### src/rtl/mon_entry_pkg.sv
package mon_entry_pkg;

    // Captured boot decision
    typedef struct packed {
        logic done;      // decision has been taken
        logic mon;       // monitor mode selected
        logic bypass;    // divide-by-two bypass selected
        logic hv_entry;  // high voltage was present at entry
    } boot_st;

    // Watchdog control state
    typedef struct packed {
        logic hv_lost;   // high voltage removed during a monitor session
    } cop_st;

endpackage

### src/rtl/mon_mode_sampler.sv
module mon_mode_sampler
    import mon_entry_pkg::*;
#(
    parameter int                MODE_W     = 2,
    parameter logic [MODE_W-1:0] MODE_MATCH = 2'b10,
    parameter int                DATA_W     = 8
) (
    input  logic              clk,
    input  logic              rst_n,
    input  logic              hv_irq,
    input  logic              hv_present,
    input  logic [MODE_W-1:0] mode_pins,
    input  logic              clk_sel,
    input  logic [DATA_W-1:0] rv_hi,
    input  logic [DATA_W-1:0] rv_lo,
    output logic              done,
    output logic              mon,
    output logic              bypass,
    output logic              hv_entry
);

    localparam logic [DATA_W-1:0] ERASED = {DATA_W{1'b1}};

    boot_st s_d, s_q;
    logic   hv_path;
    logic   erased_path;
    logic   enter_mon;

    always_comb begin
        hv_path     = hv_irq && (mode_pins == MODE_MATCH);
        erased_path = (rv_hi == ERASED) && (rv_lo == ERASED);
        enter_mon   = hv_path || erased_path;

        s_d = s_q;
        if (!s_q.done) begin
            s_d.done     = 1'b1;
            s_d.mon      = enter_mon;
            s_d.bypass   = enter_mon && !clk_sel;
            s_d.hv_entry = enter_mon && hv_present;
        end
    end

    always_ff @(posedge clk or negedge rst_n) begin
        if (!rst_n) begin
            s_q <= '0;
        end else begin
            s_q <= s_d;
        end
    end

    assign done     = s_q.done;
    assign mon      = s_q.mon;
    assign bypass   = s_q.bypass;
    assign hv_entry = s_q.hv_entry;

    AST_MODE_HELD:    assert property (@(posedge clk) disable iff (!rst_n)
                          s_q.done |=> ($stable(s_q.mon) && $stable(s_q.bypass)));
    AST_BYPASS_IN_MON: assert property (@(posedge clk) disable iff (!rst_n)
                          s_q.bypass |-> s_q.mon);
    AST_DONE_STICKY:  assert property (@(posedge clk) disable iff (!rst_n)
                          s_q.done |=> s_q.done);

endmodule

### src/rtl/mon_vector_remap.sv
module mon_vector_remap #(
    parameter int                ADDR_W    = 16,
    parameter int                VEC_BYTES = 4,
    parameter int                PAGE_BIT  = 8
) (
    input  logic              mon,
    input  logic [ADDR_W-1:0] fetch_addr,
    output logic [ADDR_W-1:0] vec_addr
);

    // The window is the top VEC_BYTES bytes of the address space.
    localparam int WIN_LSB = $clog2(VEC_BYTES);
    localparam int HI_W    = ADDR_W - WIN_LSB;

    logic in_window;
    logic remap;

    always_comb begin
        in_window = (fetch_addr[ADDR_W-1:WIN_LSB] == {HI_W{1'b1}});
        remap     = mon && in_window;
    end

    // Clear the page bit for remapped fetches; all other bits pass through.
    for (genvar b = 0; b < ADDR_W; b++) begin : g_bit
        if (b == PAGE_BIT) begin : g_page
            assign vec_addr[b] = fetch_addr[b] && !remap;
        end else begin : g_pass
            assign vec_addr[b] = fetch_addr[b];
        end
    end

endmodule

### src/rtl/mon_cop_gate.sv
module mon_cop_gate
    import mon_entry_pkg::*;
(
    input  logic clk,
    input  logic rst_n,
    input  logic done,
    input  logic mon,
    input  logic hv_entry,
    input  logic hv_present,
    input  logic cop_dis,
    output logic cop_en
);

    cop_st c_d, c_q;
    logic  cop_req;

    always_comb begin
        c_d = c_q;
        if (done && mon && hv_entry && !hv_present) begin
            c_d.hv_lost = 1'b1;
        end
        cop_req = done && (!mon || c_q.hv_lost);
        cop_en  = cop_req && !cop_dis;
    end

    always_ff @(posedge clk or negedge rst_n) begin
        if (!rst_n) begin
            c_q <= '0;
        end else begin
            c_q <= c_d;
        end
    end

    AST_LOSS_CAUSE:  assert property (@(posedge clk) disable iff (!rst_n)
                         $rose(c_q.hv_lost) |-> $past(!hv_present));
    AST_LOSS_STICKY: assert property (@(posedge clk) disable iff (!rst_n)
                         c_q.hv_lost |=> c_q.hv_lost);
    AST_MON_COP_OFF: assert property (@(posedge clk) disable iff (!rst_n)
                         (mon && !c_q.hv_lost) |-> !cop_en);

endmodule

### src/rtl/monitor_entry_ctrl.sv
module monitor_entry_ctrl #(
    parameter int               ADDR_W     = 16,
    parameter int               DATA_W     = 8,
    parameter int               MODE_W     = 2,
    parameter logic [MODE_W-1:0] MODE_MATCH = 2'b10,
    parameter int               VEC_BYTES  = 4,
    parameter int               PAGE_BIT   = 8
) (
    input  logic              clk,
    input  logic              rst_n,
    input  logic              hv_irq,
    input  logic              hv_rst,
    input  logic [MODE_W-1:0] mode_pins,
    input  logic              clk_sel,
    input  logic [DATA_W-1:0] rv_hi,
    input  logic [DATA_W-1:0] rv_lo,
    input  logic              cop_dis,
    input  logic [ADDR_W-1:0] fetch_addr,
    output logic              mon_mode,
    output logic [ADDR_W-1:0] vec_addr,
    output logic              clk_bypass,
    output logic              cop_en
);

    localparam int WIN_LSB = $clog2(VEC_BYTES);
    localparam int HI_W    = ADDR_W - WIN_LSB;

    logic hv_present;
    logic done;
    logic hv_entry;

    assign hv_present = hv_irq || hv_rst;

    mon_mode_sampler #(
        .MODE_W     (MODE_W),
        .MODE_MATCH (MODE_MATCH),
        .DATA_W     (DATA_W)
    ) u_sampler (
        .clk        (clk),
        .rst_n      (rst_n),
        .hv_irq     (hv_irq),
        .hv_present (hv_present),
        .mode_pins  (mode_pins),
        .clk_sel    (clk_sel),
        .rv_hi      (rv_hi),
        .rv_lo      (rv_lo),
        .done       (done),
        .mon        (mon_mode),
        .bypass     (clk_bypass),
        .hv_entry   (hv_entry)
    );

    mon_vector_remap #(
        .ADDR_W     (ADDR_W),
        .VEC_BYTES  (VEC_BYTES),
        .PAGE_BIT   (PAGE_BIT)
    ) u_remap (
        .mon        (mon_mode),
        .fetch_addr (fetch_addr),
        .vec_addr   (vec_addr)
    );

    mon_cop_gate u_cop (
        .clk        (clk),
        .rst_n      (rst_n),
        .done       (done),
        .mon        (mon_mode),
        .hv_entry   (hv_entry),
        .hv_present (hv_present),
        .cop_dis    (cop_dis),
        .cop_en     (cop_en)
    );

    AST_USER_PASSTHRU: assert property (@(posedge clk) disable iff (!rst_n)
                           !mon_mode |-> (vec_addr == fetch_addr));
    AST_OUTSIDE_WINDOW: assert property (@(posedge clk) disable iff (!rst_n)
                           (fetch_addr[ADDR_W-1:WIN_LSB] != {HI_W{1'b1}}) |-> (vec_addr == fetch_addr));
    AST_CFG_COP_OFF:   assert property (@(posedge clk) disable iff (!rst_n)
                           cop_dis |-> !cop_en);
    AST_USER_COP_ON:   assert property (@(posedge clk) disable iff (!rst_n)
                           ($past(rst_n) && !$past(mon_mode) && $stable(mon_mode) && !mon_mode && !cop_dis && $past(mon_mode == mon_mode))
                           |-> (cop_en || !u_sampler.done));

endmodule

### config.mk
export PLATFORM = sky130hd
export DESIGN_NAME = monitor_entry_ctrl
export DESIGN_NICKNAME = d
export VERILOG_FILES = /design/src/rtl/mon_entry_pkg.sv /design/src/rtl/mon_mode_sampler.sv /design/src/rtl/mon_vector_remap.sv /design/src/rtl/mon_cop_gate.sv /design/src/rtl/monitor_entry_ctrl.sv
export SDC_FILE = /design/constraint.sdc
export NUM_CORES = 1
export LEC_CHECK = 0
export BUFFER_PORTS_ARGS = -buffer_cell sky130_fd_sc_hd__buf_2
export CORE_MARGIN = 1.5
export CORE_UTILIZATION = 28
export CTS_BUF_LIST = sky130_fd_sc_hd__clkbuf_16
export DETAILED_ROUTE_END_ITERATION = 8
export PLACE_DENSITY = 0.77
export SYNTH_ARGS = -nofsm -noshare
export SYNTH_HDL_FRONTEND = slang
export SYNTH_SLANG_ARGS = --single-unit
### constraint.sdc
create_clock -name clk -period 1.2 [get_ports clk]
set_clock_uncertainty 0.15 [all_clocks]
set_input_delay 0.18 -clock clk [delete_from_list [all_inputs] [get_ports clk]]
set_output_delay 0.18 -clock clk [all_outputs]
set_load 0.05 [all_outputs]
# Yosys cells after proc, flatten, opt, wreduce, memory -nomap -nowiden
# Cells that the tools add are included.
# Widths: inputs -> output; s select.
totals:
  register_bits: 5
  inputBits: 40
  wordCells: 28
classes:
  n_reduce_logical: 19
  n_eq_ne: 4
ops:
  columns: ["operator", "count"]
  rows:
  - ["$eq 8x8->1 const B", 2]
  - ["$eq 14x14->1 const B", 1]
  - ["$logic_and 1x1->1", 11]
  - ["$logic_not 1->1", 5]
  - ["$logic_or 1x1->1", 3]
  - ["$eq 2x2->1 const B", 1]

# Longest topological paths before layout
logic_depth:
  ltp_word: 4
  ltp_mapped: 3

# Modules after synthesis
# A second synthesis with hierarchy kept.
hier_totals:
  cells_unflattened: 45
  hier_area_um2: 401.6
modules_own_cells:
  columns: ["mod", "instances", "area_each_um2", "cells_each"]
  rows:
  - ["mon_mode_sampler", 1, 190.2, 19]
  - ["mon_vector_remap", 1, 146.4, 20]
  - ["mon_cop_gate", 1, 58.8, 5]
  - ["monitor_entry_ctrl", 1, 6.3, 1]

# Worst setup path after synthesis
# OpenSTA, ideal clock, no wires.
synth_timing:
  path_kind: "register to output"
  start: "register u_sampler.s_q, in the netlist u_sampler.mon"
  end: "output cop_en"
  stages_incl_launch_ff: 3
  setup_slack_ns: -1.069
  arrival_time_ns: 1.939
  cell_sequence: "dfrtp_1 > nor2b_1 > nor3b_1"
synth_between:
  elab_chain_cells: 4
synth_lines:
  columns: ["element", "line", "source"]
  rows:
  - ["from (decl)", "mon_mode_sampler.sv:24", "boot_st s_d, s_q;"]
  - ["from (signal assigned)", "mon_mode_sampler.sv:45", "s_q <= '0;"]
  - ["from (signal assigned)", "mon_mode_sampler.sv:47", "s_q <= s_d;"]
  - ["$logic_not 1->1", "mon_cop_gate.sv:22", "cop_req = done && (!mon || c_q.hv_lost);"]
  - ["$logic_or 1x1->1", "mon_cop_gate.sv:22", null]
  - ["$logic_and 1x1->1", "mon_cop_gate.sv:22", null]
  - ["$logic_and 1x1->1", "mon_cop_gate.sv:23", "cop_en = cop_req && !cop_dis;"]
  - ["to (decl)", "monitor_entry_ctrl.sv:22", "output logic cop_en"]
# Every way passes these cells.

# Worst setup path in the final report
layout_timing:
  start: "register u_sampler.s_q, in the netlist u_sampler.mon"
  end: "output vec_addr[8]"
layout_between:
  elab_chain_cells: 3
layout_lines:
  columns: ["element", "line", "source"]
  rows:
  - ["$logic_and 1x1->1", "mon_vector_remap.sv:20", "remap = mon && in_window;"]
  - ["$logic_not 1->1", "mon_vector_remap.sv:26", "assign vec_addr[b] = fetch_addr[b] && !remap;"]
  - ["$logic_and 1x1->1", "mon_vector_remap.sv:26", null]
  - ["to (decl)", "monitor_entry_ctrl.sv:20", "output logic [ADDR_W-1:0] vec_addr,"]
# Every way passes these cells.

==> impl_metrics.env <==
export IMPL_power_internal_uw=736
export IMPL_cp_slowest_cell="o41a_4"
export IMPL_wl_per_cell_um=10.7
export IMPL_crit_buf_inv=1
export IMPL_dieHeight_um=40.3
export IMPL_yosysUniqueCellTypes=16
export IMPL_max_stage_delay_ns=0.37
export IMPL_synth_cells=45
export IMPL_grtUsageTotal=0.144
export IMPL_grt_pass1_wl_um=1440
export IMPL_avgSynthCellArea_um2=8.67
export IMPL_syn_num_nets=85
export IMPL_crit_chain="nand4_1 -> o41a_4 -> buf_8"
export IMPL_io_pins=59
export IMPL_power_mw=1.04
export IMPL_io_buffer_count=54
export IMPL_area_delta_synth_final_pct=88.8
export IMPL_syn_area_um2=390
export IMPL_grt_max_degree=8
export IMPL_clockPowerShare=0.520
export IMPL_place_gp_congestion=0.730
export IMPL_worst_ep_arrival_time_ns=1.20
export IMPL_drc=0
export IMPL_via_count=509
export IMPL_start_util=0.300
export IMPL_post_route_min_period_ns=1.53
export IMPL_cp_top_family="compound AO/OA/AOI/OAI gates"
export IMPL_rows=13
export IMPL_pwr_share_seq=0.199
export IMPL_synth_warnings=0
export IMPL_cap_violations=0
export IMPL_layout_commonest_cell="buf_2"
export IMPL_setup_viol=3
export IMPL_final_cell_mix="51 x buf_2, 7 x nand4_1, 4 x dfrtp_1"
export IMPL_ant_nets=0
export IMPL_dr_pass1_iters=4
export IMPL_required_ns=0.87
export IMPL_status="finished, violations left"
export IMPL_h_tree_depth=1
export IMPL_setup_tns_ns=-0.620
export IMPL_die_w_um=40.3
export IMPL_violations="setup timing"
export IMPL_vdd_drop_max_v=0.000754
export IMPL_p_leak_nw=0.403
export IMPL_slew_viol_final=0
export IMPL_drt_iter0_drc=16
export IMPL_globalRouteOverflowTotal=0
export IMPL_cp_end_kind="primary output"
export IMPL_wirelength_um=1140
export IMPL_p_switching_uw=304
export IMPL_drive_above_1_share=0.717
export IMPL_via_per_inst=4.76
export IMPL_path_class="reg -> out"
export IMPL_ys_ff_latch=5
export IMPL_rsz0062_at_grt="true"
export IMPL_clk_latency_ns=0.23
export IMPL_dpl_hpwl_um=948
export IMPL_n_antenna_cell=0
export IMPL_seq_area_frac_synth=0.321
export IMPL_cp_max_fo=3
export IMPL_clk_pin_slew_ns=0.04
export IMPL_setup_ws_ns=-0.335
export IMPL_start_kind="flip-flop"
export IMPL_grt_pass1_vias=387
export IMPL_final_hold_viol_count=0
export IMPL_cts_buffers=3
export IMPL_stdcell_count=107
export IMPL_antenna_found_initial=0
export IMPL_fin_crit_sh=1.28
export IMPL_cts_tree="built"
export IMPL_final_nets=133
export IMPL_switching_share=0.292
export IMPL_dp_cells=101
export IMPL_clock_path_buffers=2
export IMPL_clock_sinks=5
export IMPL_clockRootBuffer="clkbuf_16"
export IMPL_powerDensity_nw_per_um2=1410
export IMPL_min_path_type="in -> reg"
export IMPL_die_area_um2=1630
export IMPL_p_comb_frac=0.281
export IMPL_max_freq_mhz=652
export IMPL_core_area_um2=1300
export IMPL_pre_cts_slack_ns=-0.186
[what timing repair did]
action,4_1_cts,5_1_grt
hold buffers,1,0
hold endpoints to repair,5,0
gates resized for setup,7,1
pin swaps,2,0
setup endpoints to repair,3,4
buffers inserted,1,0
[path summary, 6_finish.rpt]
kind | start | end | slack (ns) | depth (start not counted)
max in group asynchronous | rst_n | u_sampler.mon | 0.59 | 2
setup / recovery | u_sampler.mon | vec_addr[8] | -0.33 | 3
setup reg to reg | u_sampler.mon | u_cop.c_q | 0.08 | 3
min in group asynchronous | rst_n | u_sampler.done | 0.15 | 2
hold reg to reg | u_sampler.hv_entry | u_cop.c_q | 0.37 | 1
hold / removal | clk_sel | u_sampler.bypass | 0.12 | 4
[routing by layer]
| layer | track usage | wire length, µm | part of all wire |
|---|---|---|---|
| met1 | 0.119 | 337 | 0.30 |
| met2 | 0.286 | 586 | 0.51 |
| met3 | 0.0500 | 217 | 0.19 |
| met4 | 0.0750 | 0 | 0 |
| met5 | 0 | 0 | 0 |
[synthesized netlist by cell type]
cell type / number / area, µm²
o21ai_0: 1 / 5.00
or4_4: 1 / 11.3
nor2b_1: 2 / 12.5
conb_1: 1 / 3.75
nor2_1: 2 / 7.51
inv_1: 1 / 3.75
a31oi_1: 1 / 6.26
nand4_1: 7 / 43.8
dfrtp_1: 5 / 125
buf_4: 15 / 113
a21boi_1: 1 / 7.51
nor3b_1: 1 / 7.51
a21oi_1: 3 / 15.0
a41o_1: 1 / 10.0
nand2_1: 2 / 7.51
o41a_1: 1 / 11.3
[tightest hold or removal path, cell delays in order]
cell,delay [ns]
buf_2,0.08
nor2_1,0.04
a21oi_1,0.11
a21oi_1,0.05
[cell families after synthesis]
group / Yosys count / share of synthesized area
AOI/OAI and AO/OA: 8 / 0.141
buffers and inverters: 16 / 0.298
DFF: 5 / 0.321
other: 1 / 0.00961
and+or+nand+nor: 15 / 0.231
[sequential cells by signal (all words and copies together) (netlist names)]
register,count
u_cop.c_q,1
u_sampler.bypass,1
u_sampler.done,1
u_sampler.hv_entry,1
u_sampler.mon,1
[power by group through the flow]
| stage | clock [mW] | combinational, mW | sequential (mW) |
|---|---|---|---|
| global placement | 0 | 0.271 | 0.206 |
| CTS | 0.552 | 0.293 | 0.207 |
| floorplan | 0 | 0.197 | 0.225 |
| detailed placement | 0 | 0.273 | 0.208 |
| global route | 0.564 | 0.314 | 0.208 |
| finish | 0.541 | 0.292 | 0.207 |
[per-stage QoR]
stage	instance area [µm²]	hold slack (ns)	utilization
6_report	737	0.119	0.566
5_1_grt	737	0.163	0.566
4_1_cts	731	0.125	0.562
3_5_place_dp	612	-0.148	0.470
3_3_place_gp	612	-0.153	0.470
2_1_floorplan	420	-0.266	-
[layout make-up]
type                            instances  area (µm²)
Clock buffer                            3        75.1
Multi-Input combinational cell         24         184
Sequential cell                         5         126
Inverter                                1        3.75
Tap cell                               15        18.8
Fill cell                             129         564
Timing Repair Buffer                   58         325
Clock inverter                          1        3.75
(Power assumes the default switching activity.)
